==> src/rtl/rt_pkg.sv <==
package rt_pkg;
  typedef struct packed {
    logic ovf_flag;
    logic ext_flag;
    logic rx_baud;
    logic tx_baud;
    logic ext_en;
    logic run;
    logic src_ext;
    logic cap_sel;
  } rt_ctrl_t;

  typedef enum logic [2:0] {
    RA_CTRL   = 3'd0,
    RA_MODE   = 3'd1,
    RA_CNT_LO = 3'd2,
    RA_CNT_HI = 3'd3,
    RA_RLD_LO = 3'd4,
    RA_RLD_HI = 3'd5
  } rt_addr_e;

  localparam int OE_BIT = 1;
endpackage

==> src/rtl/rt_fall_sync.sv <==
module rt_fall_sync #(
  parameter int STAGES = 2
) (
  input  logic clk,
  input  logic rst_n,
  input  logic d_i,
  output logic fall_o
);
  logic [STAGES-1:0] sh_q;
  logic              prev_q;

  always_ff @(posedge clk or negedge rst_n) begin
    if (!rst_n) begin
      sh_q   <= '0;
      prev_q <= 1'b0;
    end else begin
      sh_q   <= {sh_q[STAGES-2:0], d_i};
      prev_q <= sh_q[STAGES-1];
    end
  end

  assign fall_o = prev_q & ~sh_q[STAGES-1];
endmodule

==> src/rtl/rt_core.sv <==
module rt_core #(
  parameter int BW = 8,
  parameter int NB = 2,
  localparam int CW = BW * NB
) (
  input  logic          clk,
  input  logic          rst_n,
  input  logic          run_i,
  input  logic          src_ext_i,
  input  logic          cap_sel_i,
  input  logic          baud_i,
  input  logic          ext_en_i,
  input  logic          oe_i,
  input  logic          tick_i,
  input  logic          cnt_fall_i,
  input  logic          trig_fall_i,
  input  logic [NB-1:0] wr_cnt_i,
  input  logic [NB-1:0] wr_rld_i,
  input  logic [BW-1:0] wdata_i,
  output logic [CW-1:0] cnt_o,
  output logic [CW-1:0] rld_o,
  output logic          clkmode_o,
  output logic          ovf_o,
  output logic          ovf_reload_o,
  output logic          trig_evt_o,
  output logic          trig_rld_o,
  output logic          clk_out_o
);
  localparam logic [CW-1:0] LAST = '1;

  function automatic logic [CW-1:0] step_up(input logic [CW-1:0] v);
    return v + 1'b1;
  endfunction

  function automatic logic at_last(input logic [CW-1:0] v);
    return v == LAST;
  endfunction

  logic [CW-1:0] cnt_q, rld_q, cnt_base;
  logic          half_q, clk_q;
  logic          clkmode, inc, ovf, ovf_reload, trig_evt, trig_cap, trig_rld;

  assign clkmode    = oe_i && !src_ext_i;
  assign inc        = run_i && (src_ext_i ? cnt_fall_i
                                          : (tick_i && (!clkmode || half_q)));
  assign ovf        = inc && at_last(cnt_q);
  assign ovf_reload = ovf && (baud_i || clkmode || !cap_sel_i);
  assign trig_evt   = ext_en_i && trig_fall_i;
  assign trig_cap   = trig_evt && cap_sel_i && !baud_i;
  assign trig_rld   = trig_evt && !cap_sel_i && !baud_i;

  always_comb begin
    if (ovf_reload || trig_rld) cnt_base = rld_q;
    else if (inc)               cnt_base = step_up(cnt_q);
    else                        cnt_base = cnt_q;
  end

  always_ff @(posedge clk or negedge rst_n) begin
    if (!rst_n)                  half_q <= 1'b0;
    else if (!run_i)             half_q <= 1'b0;
    else if (tick_i && clkmode)  half_q <= ~half_q;
  end

  always_ff @(posedge clk or negedge rst_n) begin
    if (!rst_n)                clk_q <= 1'b0;
    else if (ovf && clkmode)   clk_q <= ~clk_q;
  end

  for (genvar b = 0; b < NB; b++) begin : g_byte
    always_ff @(posedge clk or negedge rst_n) begin
      if (!rst_n) begin
        cnt_q[b*BW +: BW] <= '0;
        rld_q[b*BW +: BW] <= '0;
      end else begin
        cnt_q[b*BW +: BW] <= wr_cnt_i[b] ? wdata_i : cnt_base[b*BW +: BW];
        if (wr_rld_i[b])   rld_q[b*BW +: BW] <= wdata_i;
        else if (trig_cap) rld_q[b*BW +: BW] <= cnt_q[b*BW +: BW];
      end
    end
  end

  assign cnt_o        = cnt_q;
  assign rld_o        = rld_q;
  assign clkmode_o    = clkmode;
  assign ovf_o        = ovf;
  assign ovf_reload_o = ovf_reload;
  assign trig_evt_o   = trig_evt;
  assign trig_rld_o   = trig_rld;
  assign clk_out_o    = clk_q;
endmodule

==> src/rtl/reload_timer.sv <==
module reload_timer
  import rt_pkg::*;
#(
  parameter int BW   = 8,
  parameter int SYNC = 2
) (
  input  logic          clk,
  input  logic          rst_n,
  input  logic          tick_i,
  input  logic          ext_trig_i,
  input  logic          ext_cnt_i,
  input  logic          wr_en_i,
  input  logic [2:0]    addr_i,
  input  logic [BW-1:0] wdata_i,
  output logic [BW-1:0] rdata_o,
  output logic          irq_ovf_o,
  output logic          irq_ext_o,
  output logic          clk_out_o
);
  localparam int NB = 2;
  localparam int CW = BW * NB;
  localparam int NPIN = 2;

  rt_ctrl_t      ctrl_q;
  logic          oe_q;
  logic [CW-1:0] cnt_w, rld_w;
  logic [NB-1:0] wr_cnt, wr_rld;
  logic          wr_ctrl, wr_mode, wr_cnt_any, baud;
  logic          clkmode_w, ovf_w, ovf_reload_w, trig_evt_w, trig_rld_w, set_tf;
  logic [NPIN-1:0] pin_raw, pin_fall;

  assign pin_raw = {ext_cnt_i, ext_trig_i};

  for (genvar p = 0; p < NPIN; p++) begin : g_sync
    rt_fall_sync #(.STAGES(SYNC)) u_sync (
      .clk   (clk),
      .rst_n (rst_n),
      .d_i   (pin_raw[p]),
      .fall_o(pin_fall[p])
    );
  end

  assign wr_ctrl = wr_en_i && (addr_i == RA_CTRL);
  assign wr_mode = wr_en_i && (addr_i == RA_MODE);
  for (genvar b = 0; b < NB; b++) begin : g_wdec
    assign wr_cnt[b] = wr_en_i && (addr_i == 3'(RA_CNT_LO + b));
    assign wr_rld[b] = wr_en_i && (addr_i == 3'(RA_RLD_LO + b));
  end
  assign wr_cnt_any = |wr_cnt;
  assign baud       = ctrl_q.rx_baud || ctrl_q.tx_baud;

  rt_core #(.BW(BW), .NB(NB)) u_core (
    .clk         (clk),
    .rst_n       (rst_n),
    .run_i       (ctrl_q.run),
    .src_ext_i   (ctrl_q.src_ext),
    .cap_sel_i   (ctrl_q.cap_sel),
    .baud_i      (baud),
    .ext_en_i    (ctrl_q.ext_en),
    .oe_i        (oe_q),
    .tick_i      (tick_i),
    .cnt_fall_i  (pin_fall[1]),
    .trig_fall_i (pin_fall[0]),
    .wr_cnt_i    (wr_cnt),
    .wr_rld_i    (wr_rld),
    .wdata_i     (wdata_i),
    .cnt_o       (cnt_w),
    .rld_o       (rld_w),
    .clkmode_o   (clkmode_w),
    .ovf_o       (ovf_w),
    .ovf_reload_o(ovf_reload_w),
    .trig_evt_o  (trig_evt_w),
    .trig_rld_o  (trig_rld_w),
    .clk_out_o   (clk_out_o)
  );

  assign set_tf = ovf_w && !baud && !clkmode_w;

  always_ff @(posedge clk or negedge rst_n) begin
    if (!rst_n) begin
      ctrl_q <= '0;
      oe_q   <= 1'b0;
    end else begin
      if (wr_ctrl) ctrl_q <= rt_ctrl_t'(wdata_i[7:0]);
      if (set_tf)     ctrl_q.ovf_flag <= 1'b1;
      if (trig_evt_w) ctrl_q.ext_flag <= 1'b1;
      if (wr_mode) oe_q <= wdata_i[OE_BIT];
    end
  end

  always_comb begin
    rdata_o = '0;
    case (addr_i)
      RA_CTRL:   rdata_o = BW'(ctrl_q);
      RA_MODE:   rdata_o[OE_BIT] = oe_q;
      RA_CNT_LO: rdata_o = cnt_w[BW-1:0];
      RA_CNT_HI: rdata_o = cnt_w[CW-1:BW];
      RA_RLD_LO: rdata_o = rld_w[BW-1:0];
      RA_RLD_HI: rdata_o = rld_w[CW-1:BW];
      default:   rdata_o = '0;
    endcase
  end

  assign irq_ovf_o = ctrl_q.ovf_flag;
  assign irq_ext_o = ctrl_q.ext_flag;
endmodule

==> config.mk <==
export PLATFORM = sky130hd
export DESIGN_NAME = reload_timer
export DESIGN_NICKNAME = d
export VERILOG_FILES = /design/src/rtl/rt_pkg.sv /design/src/rtl/rt_fall_sync.sv /design/src/rtl/rt_core.sv /design/src/rtl/reload_timer.sv
export SDC_FILE = /design/constraint.sdc
export NUM_CORES = 1
export LEC_CHECK = 0
export BUFFER_PORTS_ARGS = -buffer_cell sky130_fd_sc_hd__buf_2
export CELL_PAD_IN_SITES_DETAIL_PLACEMENT = 0
export CELL_PAD_IN_SITES_GLOBAL_PLACEMENT = 2
export CORE_AREA = 2 2 97 99
export DETAILED_ROUTE_END_ITERATION = 8
export DIE_AREA = 0 0 99 101
export PLACE_DENSITY = 0.82
export SLEW_MARGIN = 40
export SYNTH_ARGS = -nofsm -noshare
export SYNTH_HDL_FRONTEND = slang
export SYNTH_SLANG_ARGS = --single-unit
==> constraint.sdc <==
create_clock -name clk -period 1.9 [get_ports clk]
set_input_delay 0.285 -clock clk [delete_from_list [all_inputs] [get_ports clk]]
set_output_delay 0.285 -clock clk [all_outputs]
set_load 0.005 [all_outputs]
==> results of run 1 <==
## layout make-up
cell class | instances | area (um^2)
fill | 882 | 5216
inverter | 3 | 11.26
tap | 111 | 138.9
clock buffer | 5 | 68.82
sequential | 49 | 1227
timing repair buffer | 74 | 514.2
multi-input combinational | 247 | 1753
clock inverter | 3 | 47.55
## state kept, by name (all words and copies together) (netlist names)
name                  flops
u_core.rld_o             16
irq_ext_o                 1
g_sync.u_sync.sh_q        4
irq_ovf_o                 1
oe_q                      1
u_core.cnt_o             16
u_core.clk_out_o          1
g_sync.u_sync.prev_q      2
u_core.half_q             1
ctrl_q                    6
## worst max path at each step
stage	depth (start not counted)	start	end
3_5_place_dp	5	ctrl_q[1]	u_core.cnt_o[10]
6_report	5	ctrl_q[1]	u_core.cnt_o[10]
4_1_cts	6	ctrl_q[1]	u_core.cnt_o[0]
3_3_place_gp	6	ctrl_q[1]	u_core.cnt_o[0]
2_1_floorplan	7	u_core.cnt_o[1]	u_core.cnt_o[13]
5_1_grt	6	g_sync[0].u_sync.sh_q[1]	u_core.cnt_o[10]
## repair_timing
item	in CTS	in global routing
gates resized for setup	5	16
setup buffers	3	1
pin swaps	3	6
cloned	0	1
hold buffers	1	0
endpoints found under the hold margin	21	0
setup endpoints to repair	9	16
## per-layer routing
metal  track usage, %  vias to the layer above  routed length (um)
met5                0                        -                   0
met4            4.426                        0                 189
met3            3.051                       17                 394
met2            32.38                       74                4562
met1            25.79                     1305                4210
li1                 -                     1284                   -
## worst max-delay path: stages, from the launching register on
cell	delay, ns
dfrtp_2	0.45
and3b_4	0.20
o221a_4	0.28
a41o_4	0.26
and2_4	0.18
a221o_1	0.35
## synth_stat cells, types with 2 or more instances
library cell / instances
nor2_1: 32
a221oi_1: 4
o22ai_1: 4
o221ai_1: 6
nand2b_4: 2
nor3_2: 2
nor2b_1: 3
nand3b_1: 2
inv_1: 3
a22oi_1: 6
a221o_1: 8
nand2b_1: 3
buf_2: 4
and3_1: 7
mux2_2: 7
dfrtp_1: 49
buf_6: 2
or2_2: 2
xnor2_1: 5
a21oi_1: 14
nand2_1: 44
or3_1: 2
nor3_1: 3
a211oi_1: 2
mux2i_1: 30
and2_1: 3
clkbuf_1: 6
o21ai_0: 18
a31oi_1: 5
xor2_1: 9
nand3_1: 7
## stage by stage
step | area [um^2] | cells
global placement | 3517 | 478
CTS | 3687 | 490
floorplan | 2997 | 312
global route | 3761 | 492
finish | 3761 | 492
detailed placement | 3517 | 478
## power by group through the flow
| stage | combinational, uW | sequential, uW | clock, uW |
|---|---|---|---|
| after CTS | 1730 | 1680 | 815 |
| after global placement | 1680 | 1680 | 0 |
| after global routing | 1970 | 1730 | 847 |
| final | 1780 | 1690 | 796 |
| after floorplan | 915 | 1690 | 0 |
| after detailed placement | 1690 | 1700 | 0 |
## cells by family (layout without fill, tap and decap cells)
logic type | after synthesis | count (layout) | share of synthesized area, %
DFF | 49 | 49 | 41.09
muxes | 38 | 38 | 13.59
buffers and inverters | 17 | 85 | 3.102
xor gates and xnor gates | 14 | 14 | 4.109
AOI/OAI and AO/OA | 70 | 70 | 16.18
adders and majority gates | 1 | 1 | 0.4192
and+or+nand+nor | 123 | 124 | 21.51
==> impl_metrics.py, run 1 <==
metrics = {
    "run_status": {
        "status": "completed",
    },
    "pwr": {
        "p_leak_uw": 0.001763,
        "peakVddDrop_mv": 0.5744,
        "p_clk_share_pct": 18.6,
        "power.switching_uw": 1627,
        "swShare_pct": 38.11,
        "p_int_uw": 2642,
        "comb_power_share_pct": 41.8,
        "seqPwrFrac_pct": 39.6,
        "p_total_uw": 4269,
        "power_density_mw_per_mm2": 1135,
    },
    "synth": {
        "synth_top_area_share_pct": 41.09,
        "syn_nets": 330,
        "synth_edf_count": 0,
        "synth_area_mm2": 0.002984,
        "avgSynthCellArea_um2": 9.564,
        "ys.warnings.count": 0,
        "yosysTopAreaCell": "dfrtp_1",
        "netlist_instances": 312,
        "synth_area_leaders": "dfrtp_1, mux2i_1, nand2_1, nor2_1, o21ai_0",
        "yosys_most_used_dff": "dfrtp_1",
        "ys_types": 49,
        "synth_seq_area_share_pct": 41.09,
        "ys_ff_latch": 49,
        "synth_async_sr_flop_share_pct": 100.0,
    },
    "floorplan": {
        "die_width_um": 99,
        "coreArea_mm2": 0.008977,
        "die_y_um": 101,
        "start_util_pct": 33.24,
        "die_area_mm2": 0.009999,
        "io_pins": 28,
        "rows": 35,
    },
    "final_layout": {
        "layout_common_cells": "dfrtp_1, nand2_1, buf_4",
        "drive_gt1_share_pct": 30.97,
        "antenna_cells": 0,
        "area_growth_pct": 26.04,
        "fin_nets": 398,
        "post-route-util_pct": 41.90,
        "layout_commonest_cell": "dfrtp_1",
    },
    "placed_design": {
        "place_congestion": 0.9549,
        "port_buffers": 27,
        "place_hpwl_um": 6935,
        "dp_slack_ns": 0.00007006,
    },
    "worst_hold_path": {
        "min_path_type": "in2reg",
        "holdPathStages": 1,
        "worstHoldStart": "ext_cnt_i",
        "min_to": "g_sync[1].u_sync.sh_q[0]",
    },
    "route": {
        "routed_wl_um": 9357,
        "drtIter0Drc": 174,
        "wire_per_inst_um": 19.02,
        "via_count": 2680,
        "viasPerCell": 5.447,
        "dr.pass1.iters": 5,
        "route.detailed.drc": 0,
        "ant_nets": 0,
    },
    "cts": {
        "root_buffer": "clkbuf_8",
        "htreeDepth": 2,
        "clock_path_buffers": 2,
        "cts_buffers": 5,
        "cts_sinks": 49,
        "cts_tree": "yes",
        "clkTransAtPathRegs_ns": 0.11,
        "clock_latency_ns": 0.32,
    },
    "worst_setup_path": {
        "r2r-end": "u_core.cnt_o[10]",
        "r2r_setup_slack_ns": 0.05,
        "critPathArrivalTime_ns": 2.04,
        "r2r-start": "ctrl_q[1]",
        "cp_max_fo": 8,
        "setup.worst_path.start_class": "flop",
        "reg2regPathDepth": 5,
        "crit_type": "reg2reg",
        "critPathCaptureType": "flop",
        "cp.required_ns": 2.09,
    },
    "timing": {
        "tns_ns": 0,
        "finalCritPeriodShare_pct": 97.42,
        "finalSetupViolCount": 0,
        "tightest_slew_ns": 0.5112,
        "period_needed_ns": 1.851,
        "whs_ns": 0.06619,
        "fmax_mhz": 540.3,
        "skew_ns": 0.01530,
        "hold_viol_final": 0,
        "drv_slew": 0,
        "postLayoutSetupSlackWorst_ns": 0.04901,
        "slew_headroom_pct": 65.92,
    },
    "global_route": {
        "grt_pass1_wl_um": 14700,
        "antenna_found_initial": 0,
        "track_usage_pct": 19.12,
        "first_global_vias": 2667,
        "grt_overflow": 0,
        "grt_max_degree": 24,
    },
    "flow_run": {
        "cap_violations": 0,
    },
}
Power figures use the tool's default switching activity.
==> run 2: changes to the inputs <==
--- a/config.mk
+++ b/config.mk
@@ -5,6 +5,7 @@
 export SDC_FILE = /design/constraint.sdc
 export NUM_CORES = 1
 export LEC_CHECK = 0
+export ABC_CLOCK_PERIOD_IN_PS = 1900
 export BUFFER_PORTS_ARGS = -buffer_cell sky130_fd_sc_hd__buf_2
 export CELL_PAD_IN_SITES_DETAIL_PLACEMENT = 0
 export CELL_PAD_IN_SITES_GLOBAL_PLACEMENT = 2
@@ -12,7 +13,7 @@
 export DETAILED_ROUTE_END_ITERATION = 8
 export DIE_AREA = 0 0 99 101
 export PLACE_DENSITY = 0.82
-export SLEW_MARGIN = 40
+export RECOVER_POWER = 100
 export SYNTH_ARGS = -nofsm -noshare
 export SYNTH_HDL_FRONTEND = slang
 export SYNTH_SLANG_ARGS = --single-unit
==> run 2 against run 1 <==
Net effect:
- count of clock-buffer cells in the layout unchanged
- highest routed layer unchanged
- sequential share of layout area up 0.38 points
- clock power about the same
- final cell count unchanged
- first-iteration DRC count up 6.9%
- critical path type unchanged
- routed wire length down 1.5%
- worst hold slack better by 0.0029 ns
- critical path depth up 1
- power down 0.63%
==> impl_metrics.py, run 2 (same netlist as run 1, synthesis figures left out) <==
metrics = {
    "cts": {
        "cts_sinks": 49,
        "clkTransAtPathRegs_ns": 0.11,
        "root_buffer": "clkbuf_8",
        "cts_buffers": 5,
        "cts_tree": "yes",
        "clock_latency_ns": 0.31,
        "htreeDepth": 2,
        "clock_path_buffers": 2,
    },
    "timing": {
        "skew_ns": 0.01567,
        "tightest_slew_ns": 1.229,
        "fmax_mhz": 538.5,
        "slew_headroom_pct": 18.04,
        "period_needed_ns": 1.857,
        "drv_slew": 0,
        "finalSetupViolCount": 0,
        "hold_viol_final": 0,
        "finalCritPeriodShare_pct": 97.74,
    },
    "worst_hold_path": {
        "min_path_type": "in2reg",
    },
    "route": {
        "route.detailed.drc": 0,
        "dr.pass1.iters": 4,
        "wire_per_inst_um": 18.74,
        "ant_nets": 0,
        "drtIter0Drc": 186,
        "via_count": 2640,
        "routed_wl_um": 9221,
        "viasPerCell": 5.366,
    },
    "pwr": {
        "p_clk_share_pct": 18.8,
        "comb_power_share_pct": 41.5,
        "power.switching_uw": 1615,
        "swShare_pct": 38.06,
        "p_total_uw": 4242,
        "peakVddDrop_mv": 0.5699,
        "p_int_uw": 2627,
        "seqPwrFrac_pct": 39.8,
        "p_leak_uw": 0.001722,
        "power_density_mw_per_mm2": 1141,
    },
    "worst_setup_path": {
        "reg2regPathDepth": 6,
        "cp_max_fo": 5,
        "cp-startpoint": "g_sync[1].u_sync.sh_q[1]",
        "r2r_setup_slack_ns": 0.04,
        "critPathCaptureType": "flop",
        "r2r-end": "u_core.cnt_o[6]",
        "cp.required_ns": 2.10,
        "crit_type": "reg2reg",
        "critPathCapture": "u_core.cnt_o[6]",
        "setup.worst_path.start_class": "flop",
        "r2r-start": "g_sync[1].u_sync.sh_q[1]",
        "critPathArrivalTime_ns": 2.05,
    },
    "floorplan": {
        "start_util_pct": 33.24,
        "die_width_um": 99,
        "die_y_um": 101,
        "io_pins": 28,
        "coreArea_mm2": 0.008977,
        "die_area_mm2": 0.009999,
        "rows": 35,
    },
    "placed_design": {
        "port_buffers": 27,
        "place_congestion": 0.9549,
        "place_inst": 478,
        "place_hpwl_um": 6935,
    },
    "run_status": {
        "status": "completed",
    },
    "final_layout": {
        "fin_nets": 398,
        "drive_gt1_share_pct": 27.82,
        "fill_cells": 894,
        "area_growth_pct": 24.57,
        "layout_commonest_cell": "dfrtp_1",
        "seq_area_mm2": 0.001227,
        "antenna_cells": 0,
        "fin_cells": 492,
        "layout_common_cells": "dfrtp_1, nand2_1, buf_4",
        "multiInputGateArea_mm2": 0.001744,
    },
    "global_route": {
        "grt_overflow": 0,
        "antenna_found_initial": 0,
        "grt_max_degree": 24,
        "first_global_vias": 2667,
        "grt_pass1_wl_um": 14700,
        "track_usage_pct": 19.12,
    },
    "flow_run": {
        "cap_violations": 0,
    },
}
## run 2: cell types whose count changed in the layout (fill, tap and decap cells not counted), moves of 2 or more
cell      previous run  this run
buf_4               42        37
clkbuf_1             0        10
clkbuf_4             0         2
clkbuf_2             0         4
buf_2               27        17
## run 2: how the worst min path moves through the flow
| stage | from | end | depth (start not counted) |
|---|---|---|---|
| 2_1_floorplan | rst_n | ctrl_q[0] | 0 |
| 3_3_place_gp | rst_n | g_sync[1].u_sync.sh_q[0] | 1 |
| 3_5_place_dp | rst_n | g_sync[1].u_sync.sh_q[1] | 1 |
| 4_1_cts | ext_cnt_i | g_sync[1].u_sync.sh_q[0] | 1 |
| 5_1_grt | ext_cnt_i | g_sync[1].u_sync.sh_q[0] | 1 |
| 6_report | ext_cnt_i | g_sync[1].u_sync.sh_q[0] | 1 |
## run 2: timing repair
item,4_1_cts,5_1_grt
resized for setup,5,16
buffers inserted,3,1
endpoints found under the hold margin,21,0
hold buffers,1,0
cloned,0,1
setup endpoints to repair,9,16
pin swaps,3,6
## run 2: critical path: stages (launching register included)
cell and delay, ns:
dfrtp_1 0.40, and3b_4 0.30, clkbuf_4 0.13, o221ai_2 0.17
o31a_1 0.34, o21ai_0 0.27, a31oi_1 0.12
## run 2: power by group through the flow
stage | Clock, uW | Sequential (uW) | Combinational, uW
finish | 796 | 1690 | 1760
global route | 847 | 1730 | 1950
CTS | 815 | 1680 | 1730
detailed placement | 0 | 1700 | 1690
global placement | 0 | 1680 | 1680
floorplan | 0 | 1690 | 915
## run 2: layer usage
metal / track usage, % / routed length, um / vias up
met5: 0 / 0 / -
met4: 4.426 / 224 / 0
met3: 3.051 / 407 / 18
met2: 32.38 / 4448 / 65
met1: 25.79 / 4140 / 1274
li1: - / - / 1283
## run 2: metrics by stage
step / utilization, % / TNS, ns / setup WS, ns / area (um^2) / hold WS [ns]
global route: 41.41 / -0.02067 / -0.02003 / 3717 / 0.05727
detailed placement: 39.18 / 0 / 0.00007006 / 3517 / 0.2932
floorplan: - / 0 / 0.02875 / 2997 / -0.01059
finish: 41.41 / 0 / 0.04300 / 3717 / 0.06906
CTS: 41.07 / 0 / 0.005027 / 3687 / 0.06028
global placement: 39.18 / -0.01032 / -0.01032 / 3517 / 0.2873
## run 2: cell type report
type	instances	share of cell area [%]
repair buffers	74	12.89
clock inverters	3	1.279
inverters	3	0.3029
flip-flops and latches	49	33.02
multi-input cells	247	46.92
clock buffers	5	1.851
well taps	111	3.736
==> run 3: changes to the inputs <==
--- a/config.mk
+++ b/config.mk
@@ -9,10 +9,11 @@
 export BUFFER_PORTS_ARGS = -buffer_cell sky130_fd_sc_hd__buf_2
 export CELL_PAD_IN_SITES_DETAIL_PLACEMENT = 0
 export CELL_PAD_IN_SITES_GLOBAL_PLACEMENT = 2
-export CORE_AREA = 2 2 97 99
+export CORE_AREA = 2 2 96 98
+export CTS_BUF_LIST = sky130_fd_sc_hd__clkbuf_8
 export DETAILED_ROUTE_END_ITERATION = 8
-export DIE_AREA = 0 0 99 101
-export PLACE_DENSITY = 0.82
+export DIE_AREA = 0 0 98 100
+export PLACE_DENSITY = 0.83
 export RECOVER_POWER = 100
 export SYNTH_ARGS = -nofsm -noshare
 export SYNTH_HDL_FRONTEND = slang
==> run 3 against run 2 <==
Net effect:
- power down 2.7%
- combinational power decreased by 3%
- worst hold slack improved by 0.011 ns
- routed wire length fell by 1.8%
- largest power group unchanged
- final cell count fell by 1.2%
- clock power is 6.5% lower
- non-clock buffer count decreased by 5
- sequential power about the same
- clock skew decreased by 0.0090 ns
==> impl_metrics.py, run 3 (same netlist as run 1, synthesis figures left out) <==
metrics = {
    "cts": {
        "cts_buffers": 5,
        "clock_latency_ns": 0.30,
        "cts_tree": "yes",
        "root_buffer": "clkbuf_8",
        "htreeDepth": 2,
        "cts_sinks": 49,
        "clock_path_buffers": 2,
        "clkTransAtPathRegs_ns": 0.09,
    },
    "placed_design": {
        "place_inst": 476,
        "dp_slack_ns": -0.01416,
        "place_congestion": 0.8927,
        "dpl_cell_area_mm2": 0.003490,
        "port_buffers": 27,
        "place_hpwl_um": 6945,
    },
    "worst_setup_path": {
        "cp.required_ns": 2.09,
        "setup.worst_path.start_class": "flop",
        "critPathArrivalTime_ns": 2.07,
        "cp_max_fo": 8,
        "reg2regPathDepth": 6,
        "crit_type": "reg2reg",
        "cp_cell_sequence": "nand3b_1, or4_4, nand2_1, nor3_2, buf_4, a221o_1",
        "critical-path-max-stage-delay_ns": 0.48,
        "crit_slowest_cell": "or4_4",
        "cp-startpoint": "g_sync[0].u_sync.sh_q[1]",
        "r2r-end": "u_core.cnt_o[11]",
        "critPathCapture": "u_core.cnt_o[11]",
        "critPathCaptureType": "flop",
        "r2r_setup_slack_ns": 0.01,
        "r2r-start": "g_sync[0].u_sync.sh_q[1]",
    },
    "timing": {
        "postLayoutSetupSlackWorst_ns": 0.01250,
        "rsz0062_at_grt": "true",
        "tightest_slew_ns": 0.7230,
        "fmax_mhz": 529.8,
        "finalSetupViolCount": 0,
        "skew_ns": 0.006683,
        "period_needed_ns": 1.887,
        "hold_viol_final": 0,
        "slew_headroom_pct": 51.80,
        "finalCritPeriodShare_pct": 99.34,
        "drv_slew": 0,
        "whs_ns": 0.07964,
    },
    "global_route": {
        "top_usage_layer": "met2",
        "grt_max_degree": 27,
        "globalRouteMet1Util_pct": 24.09,
        "met3_usage_pct": 2.228,
        "track_usage_pct": 18.81,
        "antenna_found_initial": 0,
        "grt_pass1_wl_um": 14220,
        "grt_overflow": 0,
        "first_global_vias": 2650,
        "grtUsageMet2_pct": 32.67,
    },
    "pwr": {
        "p_clk_share_pct": 18.0,
        "swShare_pct": 37.53,
        "comb_power_share_pct": 41.2,
        "p_int_uw": 2577,
        "power.switching_uw": 1548,
        "p_total_uw": 4125,
        "seqPwrFrac_pct": 40.7,
        "peakVddDrop_mv": 0.5237,
        "p_leak_uw": 0.001679,
        "power_density_mw_per_mm2": 1143,
    },
    "route": {
        "via_count": 2666,
        "drtIter0Drc": 143,
        "wire_per_inst_um": 18.64,
        "route.detailed.drc": 0,
        "viasPerCell": 5.486,
        "ant_nets": 0,
        "routed_wl_um": 9057,
        "dr.pass1.iters": 5,
    },
    "floorplan": {
        "rows": 35,
        "io_pins": 28,
        "die_area_mm2": 0.009800,
        "start_util_pct": 33.57,
        "coreArea_mm2": 0.008890,
        "die_width_um": 98,
        "die_y_um": 100,
    },
    "final_layout": {
        "stdcell_area_mm2": 0.003608,
        "layout_commonest_cell": "dfrtp_1",
        "layout_common_cells": "dfrtp_1, nand2_1, buf_4",
        "area_growth_pct": 20.92,
        "fin_nets": 392,
        "fin_cells": 486,
        "fill_cells": 916,
        "drive_gt1_share_pct": 24.80,
        "antenna_cells": 0,
    },
    "flow_run": {
        "cap_violations": 0,
    },
    "run_status": {
        "status": "completed",
    },
    "worst_hold_path": {
        "worstHoldStart": "ext_cnt_i",
        "min_path_type": "in2reg",
    },
}
[run 3: changes by cell type in the layout (fill, tap and decap cells not counted), moves of 2 or more]
cell / before / now
nor2_1: 30 / 32
inv_6: 2 / 0
clkbuf_1: 10 / 8
buf_6: 3 / 0
nor2_2: 2 / 0
buf_2: 17 / 21
clkbuf_4: 2 / 0
clkbuf_2: 4 / 2
[run 3: cell type report]
type | instances | area [um^2] | area share [%]
Inverter | 3 | 11.26 | 0.3121
Multi-Input combinational cell | 246 | 1688 | 46.78
Clock buffer | 5 | 68.82 | 1.907
Sequential cell | 49 | 1226 | 33.98
Clock inverter | 3 | 42.54 | 1.179
Timing Repair Buffer | 69 | 432.9 | 12.00
Tap cell | 111 | 138.9 | 3.849
[run 3: stage by stage]
step / utilization, % / TNS (ns)
2_1_floorplan: - / 0
3_3_place_gp: 39.25 / -0.006546
3_5_place_dp: 39.25 / -0.07384
4_1_cts: 40.70 / -0.008944
5_1_grt: 40.59 / -0.5103
6_report: 40.59 / 0
[run 3: layer usage]
metal | vias to the layer above | share of wire [%]
li1 | 1266 | -
met1 | 1304 | 44
met2 | 75 | 48
met3 | 21 | 4.4
met4 | 0 | 3.0
met5 | - | 0
[run 3: worst min-delay path by stage]
| stage | slack (ns) | end | depth (start not counted) |
|---|---|---|---|
| after floorplan | -0.01 | ctrl_q[0] | 0 |
| after global placement | 0.08 | g_sync[1].u_sync.sh_q[0] | 1 |
| after detailed placement | 0.09 | g_sync[1].u_sync.sh_q[1] | 1 |
| after CTS | 0.07 | g_sync[0].u_sync.sh_q[0] | 1 |
| after global routing | 0.07 | g_sync[1].u_sync.sh_q[0] | 1 |
| final | 0.08 | g_sync[1].u_sync.sh_q[0] | 1 |
[run 3: worst max-delay path: cells and delay by family, from the launching register on]
kind / cells / cell delay [ns]
AND/OR/NAND/NOR: 4 / 0.93
buffers and inverters: 1 / 0.17
flip-flops: 1 / 0.38
AO/OA/AOI/OAI: 1 / 0.30
[run 3: what timing repair did]
item / 4_1_cts / 5_1_grt
resized for setup: 3 / 2
buffers inserted: 0 / 1
hold buffers: 1 / 0
endpoints found under the setup margin: 9 / 12
pin swaps: 1 / 2
hold endpoints to repair: 22 / 0
cloned: 0 / 0
[run 3: power by group through the flow]
stage	Combinational, uW	Sequential, uW	Clock (uW)
detailed placement	1680	1690	0
global route	1860	1720	811
finish	1700	1680	744
CTS	1690	1680	775
floorplan	915	1690	0
global placement	1660	1680	0
